`src/rtl/pio_pkg.sv`:
```
package pio_pkg;
  localparam int BYTE_W    = 8;
  localparam int NIB_W     = 4;
  localparam int SETUP_W   = 2;
  localparam int DRDY_W    = 2;
  localparam int NUM_SETS  = 2;
  localparam int ADDR_W    = 3;
  localparam int NUM_TB    = NUM_SETS * 2;
  localparam int MAX_LEN   = 17;
  localparam int CNT_W     = $clog2(MAX_LEN + 1);
  localparam int MAX_SETUP = 1 << SETUP_W;

  localparam int ACT_OFS   = 1;
  localparam int REC_OFS   = 2;
  localparam int SETUP_OFS = 1;
  localparam int DRDY_OFS  = 2;

  localparam int MISC_ADDR = NUM_TB;
  localparam int CTRL_ADDR = NUM_TB + 1;

  localparam int PF_BIT     = 6;
  localparam int SETUP_LSB  = 4;
  localparam int DRDY_LSB   = 1;
  localparam int MAP_D0_BIT = 1;
  localparam int MAP_D1_BIT = 2;

  localparam logic [BYTE_W-1:0] TIMING_RST = '1;

  typedef enum logic [1:0] {
    PH_IDLE,
    PH_SETUP,
    PH_ACTIVE,
    PH_RECOV
  } phase_e;
endpackage

```
`src/rtl/pio_cfg_regs.sv`:
```
module pio_cfg_regs
  import pio_pkg::*;
#(
  parameter int BW = BYTE_W,
  parameter int AW = ADDR_W,
  parameter int NT = NUM_TB
) (
  input  logic              clk,
  input  logic              rst,
  input  logic              we,
  input  logic [AW-1:0]     addr,
  input  logic [BW-1:0]     wdata,
  output logic [NT*BW-1:0]  timing_o,
  output logic [SETUP_W-1:0] setup_code_o,
  output logic [DRDY_W-1:0] drdy_code_o,
  output logic              pf_o,
  output logic [1:0]        map_o
);
  // one register per timing byte: set-major, direction-minor
  for (genvar g = 0; g < NT; g++) begin : g_tb
    logic [BW-1:0] tb_q;
    always_ff @(posedge clk) begin
      if (rst) tb_q <= TIMING_RST;
      else if (we && addr == AW'(g)) tb_q <= wdata;
    end
    assign timing_o[g*BW +: BW] = tb_q;
  end

  always_ff @(posedge clk) begin
    if (rst) begin
      setup_code_o <= '1;
      drdy_code_o  <= '0;
      pf_o         <= 1'b0;
    end else if (we && addr == AW'(MISC_ADDR)) begin
      setup_code_o <= wdata[SETUP_LSB +: SETUP_W];
      drdy_code_o  <= wdata[DRDY_LSB +: DRDY_W];
      pf_o         <= wdata[PF_BIT];
    end
  end

  always_ff @(posedge clk) begin
    if (rst) map_o <= '0;
    else if (we && addr == AW'(CTRL_ADDR))
      map_o <= {wdata[MAP_D1_BIT], wdata[MAP_D0_BIT]};
  end
endmodule

```
`src/rtl/pio_timing_sel.sv`:
```
module pio_timing_sel
  import pio_pkg::*;
#(
  parameter int BW = BYTE_W,
  parameter int NT = NUM_TB,
  parameter int CW = CNT_W
) (
  input  logic [NT*BW-1:0]   timing_i,
  input  logic [SETUP_W-1:0] setup_code_i,
  input  logic [1:0]         map_i,
  input  logic               drive_i,
  input  logic               write_i,
  output logic [CW-1:0]      setup_clks,
  output logic [CW-1:0]      act_clks,
  output logic [CW-1:0]      rec_clks
);
  localparam int IDX_W = $clog2(NT);

  logic             set_sel;
  logic [IDX_W-1:0] idx;
  logic [BW-1:0]    tbyte;

  always_comb begin
    set_sel    = map_i[drive_i];
    idx        = IDX_W'({set_sel, write_i});
    tbyte      = timing_i[int'(idx)*BW +: BW];
    act_clks   = CW'(tbyte[BW-1:NIB_W]) + CW'(ACT_OFS);
    rec_clks   = CW'(tbyte[NIB_W-1:0]) + CW'(REC_OFS);
    setup_clks = CW'(setup_code_i) + CW'(SETUP_OFS);
  end
endmodule

```
`src/rtl/pio_seq.sv`:
```
module pio_seq
  import pio_pkg::*;
#(
  parameter int CW = CNT_W
) (
  input  logic          clk,
  input  logic          rst,
  input  logic          req_valid,
  input  logic          req_write,
  input  logic [CW-1:0] setup_clks,
  input  logic [CW-1:0] act_clks,
  input  logic [CW-1:0] rec_clks,
  output logic          phase_setup,
  output logic          strobe_rd,
  output logic          strobe_wr,
  output logic          phase_recov,
  output logic          busy,
  output logic          done
);
  phase_e        state_q, state_n;
  logic [CW-1:0] cnt_q, cnt_n;
  logic [CW-1:0] act_q, rec_q;
  logic          wr_q;
  logic          accept;
  logic          last;

  always_comb begin
    state_n = state_q;
    cnt_n   = cnt_q;
    accept  = 1'b0;
    last    = (cnt_q == '0);
    unique case (state_q)
      PH_IDLE: if (req_valid) begin
        state_n = PH_SETUP;
        cnt_n   = setup_clks - CW'(1);
        accept  = 1'b1;
      end
      PH_SETUP: if (last) begin
        state_n = PH_ACTIVE;
        cnt_n   = act_q - CW'(1);
      end else cnt_n = cnt_q - CW'(1);
      PH_ACTIVE: if (last) begin
        state_n = PH_RECOV;
        cnt_n   = rec_q - CW'(1);
      end else cnt_n = cnt_q - CW'(1);
      PH_RECOV: if (last) state_n = PH_IDLE;
        else cnt_n = cnt_q - CW'(1);
      default: state_n = PH_IDLE;
    endcase
  end

  always_ff @(posedge clk) begin
    if (rst) begin
      state_q     <= PH_IDLE;
      cnt_q       <= '0;
      act_q       <= '0;
      rec_q       <= '0;
      wr_q        <= 1'b0;
      phase_setup <= 1'b0;
      strobe_rd   <= 1'b0;
      strobe_wr   <= 1'b0;
      phase_recov <= 1'b0;
      busy        <= 1'b0;
      done        <= 1'b0;
    end else begin
      state_q <= state_n;
      cnt_q   <= cnt_n;
      if (accept) begin
        act_q <= act_clks;
        rec_q <= rec_clks;
        wr_q  <= req_write;
      end
      phase_setup <= (state_n == PH_SETUP);
      strobe_rd   <= (state_n == PH_ACTIVE) && !wr_q;
      strobe_wr   <= (state_n == PH_ACTIVE) && wr_q;
      phase_recov <= (state_n == PH_RECOV);
      busy        <= (state_n != PH_IDLE);
      done        <= (state_q == PH_RECOV) && last;
    end
  end
endmodule

```
`src/rtl/pio_cycle_gen.sv`:
```
module pio_cycle_gen
  import pio_pkg::*;
#(
  parameter int BW = BYTE_W,
  parameter int AW = ADDR_W
) (
  input  logic          clk,
  input  logic          rst,
  input  logic          cfg_we,
  input  logic [AW-1:0] cfg_addr,
  input  logic [BW-1:0] cfg_wdata,
  input  logic          req_valid,
  input  logic          req_drive,
  input  logic          req_write,
  output logic          busy,
  output logic          done,
  output logic          phase_setup,
  output logic          strobe_rd,
  output logic          strobe_wr,
  output logic          phase_recov,
  output logic          prefetch_en,
  output logic [2:0]    drdy_clks
);
  logic [NUM_TB*BW-1:0] timing;
  logic [SETUP_W-1:0]   setup_code;
  logic [DRDY_W-1:0]    drdy_code;
  logic [1:0]           map;
  logic [CNT_W-1:0]     setup_clks, act_clks, rec_clks;

  pio_cfg_regs #(.BW(BW), .AW(AW), .NT(NUM_TB)) i_regs (
    .clk(clk), .rst(rst), .we(cfg_we), .addr(cfg_addr), .wdata(cfg_wdata),
    .timing_o(timing), .setup_code_o(setup_code), .drdy_code_o(drdy_code),
    .pf_o(prefetch_en), .map_o(map)
  );

  pio_timing_sel #(.BW(BW), .NT(NUM_TB), .CW(CNT_W)) i_sel (
    .timing_i(timing), .setup_code_i(setup_code), .map_i(map),
    .drive_i(req_drive), .write_i(req_write),
    .setup_clks(setup_clks), .act_clks(act_clks), .rec_clks(rec_clks)
  );

  pio_seq #(.CW(CNT_W)) i_seq (
    .clk(clk), .rst(rst), .req_valid(req_valid), .req_write(req_write),
    .setup_clks(setup_clks), .act_clks(act_clks), .rec_clks(rec_clks),
    .phase_setup(phase_setup), .strobe_rd(strobe_rd), .strobe_wr(strobe_wr),
    .phase_recov(phase_recov), .busy(busy), .done(done)
  );

  assign drdy_clks = 3'(drdy_code) + 3'(DRDY_OFS);
endmodule

```
`config.mk`:
```
export PLATFORM = sky130hd
export DESIGN_NAME = pio_cycle_gen
export DESIGN_NICKNAME = d
export VERILOG_FILES = /design/src/rtl/pio_pkg.sv /design/src/rtl/pio_cfg_regs.sv /design/src/rtl/pio_timing_sel.sv /design/src/rtl/pio_seq.sv /design/src/rtl/pio_cycle_gen.sv
export SDC_FILE = /design/constraint.sdc
export NUM_CORES = 1
export LEC_CHECK = 0
export ABC_AREA = 1
export CORE_MARGIN = 1
export CORE_UTILIZATION = 30
export CTS_CLUSTER_SIZE = 30
export DETAILED_ROUTE_END_ITERATION = 8
export PLACE_DENSITY = 0.47
export SKIP_CTS_REPAIR_TIMING = 1
export SLEW_MARGIN = 20
export SYNTH_ARGS = -nofsm -noshare
export SYNTH_HDL_FRONTEND = slang
export SYNTH_SLANG_ARGS = --single-unit
```
`constraint.sdc`:
```
create_clock -name clk -period 2.76 [get_ports clk]
set_input_delay 0.276 -clock clk [delete_from_list [all_inputs] [get_ports clk]]
set_output_delay 0.276 -clock clk [all_outputs]
set_load 0.02 [all_outputs]
```
==> results.json <==
{
  "synth_top_area_share_pct": 41.3,
  "grt_pass1_vias": 2493,
  "reg2regPathDepth": 7,
  "ys_seq_area_share_pct": 41.3,
  "powerDensity_nw_per_um2": 651,
  "async_reset_ff_share_pct": 0,
  "rsz0062_at_grt": "false",
  "run_status": "completed",
  "synth_top_family_by_area": "simple AND/OR/NAND/NOR gates",
  "period_needed_ps": 1870,
  "htreeDepth": 3,
  "synthFlopType": "dfxtp_1",
  "netlist_area_um2": 3050,
  "whs_endpoint": "i_seq.strobe_rd",
  "synth_xor_area_share_pct": 1.72,
  "overflow": 0,
  "n_fill_cell": 1119,
  "drv_cap": 0,
  "drt_wl_total_um": 7300,
  "grt_pass1_wl_um": 12300,
  "critPathMaxFanout": 11,
  "slew_violations": 0,
  "hold_violations": 0,
  "fmaxAchievable_mhz": 536,
  "finalSetupViolations": 0,
  "dr.pass1.iters": 4,
  "dieArea_um2": 10600,
  "cts_tree": "done",
  "grt_max_degree": 26,
  "place_hpwl_um": 5480,
  "routed_via_density": 4.46,
  "final_common_cell": "nand2_1",
  "routedWlPerCell_um": 12.0,
  "fin_util_pct": 37.3,
  "yosys.area_share.simple_pct": 33.3,
  "synth_top_area_cell": "dfxtp_1",
  "first_iter_violations": 89,
  "place_area_um2": 3480,
  "arrival_ps": 2090,
  "antenna_cells": 0,
  "clk_pin_slew_worst_paths_ps": 70,
  "synthTopCellsByArea": "dfxtp_1 41%, nand2_1 17%, nand3_1 6.7%",
  "hp-start": "i_seq.wr_q",
  "drc": 0,
  "synth_compound_area_share_pct": 12.1,
  "holdWs_ps": 452,
  "grt_usage_pct": 15.4,
  "use_met3_pct": 3.59,
  "synthDistinctLibCells": 35,
  "use_met1_pct": 20.1,
  "area.growth.synth_to_final_pct": 19.9,
  "final.setup.tns_ps": 0,
  "stdcell_area_um2": 3660,
  "finClkSkew_ps": 5.48,
  "fin_total_pwr_mw": 2.38,
  "r2r-end": "i_seq.rec_q[2]",
  "portBuffers": 26,
  "vias": 2711,
  "syn-num-nets": 461,
  "initial_core_util_pct": 31.1,
  "startpoint_type": "input port",
  "period_share_pct": 67.6,
  "fp.dieH_um": 103,
  "layout_common_cells": "141 x nand2_1, 63 x dfxtp_1, 44 x inv_1",
  "dieWidth_um": 103,
  "cts_made_buffers": 9,
  "cp.required_ps": 2980,
  "antenna_found_initial": 0,
  "met2_usage_pct": 24.9,
  "vdd_drop_max_mv": 0.227,
  "rows": 36,
  "ys_warn_count": 0,
  "critical_path_class": "input port to register",
  "cts_num_sinks": 63,
  "cts.path.max_buffers": 2,
  "worstMarginPinSlew_ps": 804,
  "ys_seq_elements": 63,
  "grt_busiest_layer": "met2",
  "rrSetupSlack_ps": 1060,
  "final_nets": 494,
  "relSlewSlack_pct": 46.3,
  "insertion_delay_ps": 330,
  "drive_above_1_share_pct": 11.8,
  "min_path_cells": 1,
  "syn_area_per_cell_um2": 6.95,
  "cp-end-kind": "register",
  "worstHoldPathType": "register to register",
  "coreArea_um2": 9820,
  "r2r-start": "i_regs.map_o[0]",
  "synthCells": 439,
  "gp_congestion": 0.773,
  "synth_edf_count": 0,
  "synthAdderAreaFrac_pct": 2.05,
  "power_leakage_nw": 1.73,
  "muxShareOfSynthArea_pct": 0.328,
  "io-pin-count": 27,
  "ant_nets": 0,
  "cts_root_buffer": "clkbuf_8"
}
[metal layers]
| metal | routed length (um) | share of wire, % |
|---|---|---|
| met5 | 0 | 0 |
| met4 | 60 | 0.82 |
| met3 | 196 | 2.7 |
| met2 | 3330 | 46 |
| met1 | 3710 | 51 |
[area by class of cell]
class / count / area (um2) / share of cell area, %
tap: 133 / 166 / 4.55
clock buffer: 14 / 183 / 4.99
multi-input combinational: 307 / 1510 / 41.3
timing repair buffer: 35 / 328 / 8.96
inverter: 56 / 210 / 5.75
sequential: 63 / 1260 / 34.5
[worst max path at each step]
stage,depth (start not counted),startpoint,slack [ps],to
after floorplan,9,req_write,1200,i_seq.rec_q[3]
after global placement,8,req_write,580,i_seq.rec_q[3]
after detailed placement,8,req_write,550,i_seq.rec_q[3]
after CTS,8,req_write,910,i_seq.rec_q[3]
after global routing,8,req_write,730,i_seq.rec_q[2]
final,8,req_write,890,i_seq.rec_q[3]
[stage by stage]
| step | std cells | setup slack [ps] |
|---|---|---|
| 4_1_cts | 608 | 908 |
| 2_1_floorplan | 439 | 1200 |
| 6_report | 608 | 893 |
| 3_5_place_dp | 594 | 551 |
| 3_3_place_gp | 594 | 579 |
| 5_1_grt | 608 | 733 |
[cells by family after synthesis]
group,after synthesis
AND/OR/NAND/NOR,237
buffers and inverters,69
flip-flops,63
AO/OA/AOI/OAI,58
XOR/XNOR,6
adder cells (fa/ha/maj),5
multiplexers,1
[power by group]
part / internal (mW) / switching, mW
combinational: 0.222 / 0.368
clock: 0.416 / 0.332
sequential: 0.985 / 0.0565
[cell usage after synthesis (2+ instances only)]
cell type and instances:
a21oi_1 15, nand3_1 41, clkbuf_1 5, xnor2_1 2
o21ai_1 11, dfxtp_1 63, o21ai_0 10, buf_2 4
o211ai_1 13, nor2_1 38, ha_1 5, inv_2 12
xor2_1 4, nor2_2 5, buf_4 2, nand2_1 141
inv_1 44, o21ai_2 5, nand2_2 3
[sequential cells by signal, summed over array words and instances, names as in the netlist, 2 cells and up]
name / flops
i_seq.state_q: 2
i_regs.g_tb.tb_q: 32
i_seq.cnt_q: 5
i_regs.setup_code_o: 2
i_seq.act_q: 5
i_seq.rec_q: 5
i_regs.drdy_code_o: 2
i_regs.map_o: 2
[critical path, stage by stage]
cell	delay (ps)
clkdlybuf4s50_1	760
inv_2	180
o211ai_1	240
o21ai_2	100
ha_1	230
xor2_1	150
o21ai_1	120
inv_1	40
Note: power is estimated with default switching activity, not from simulation.
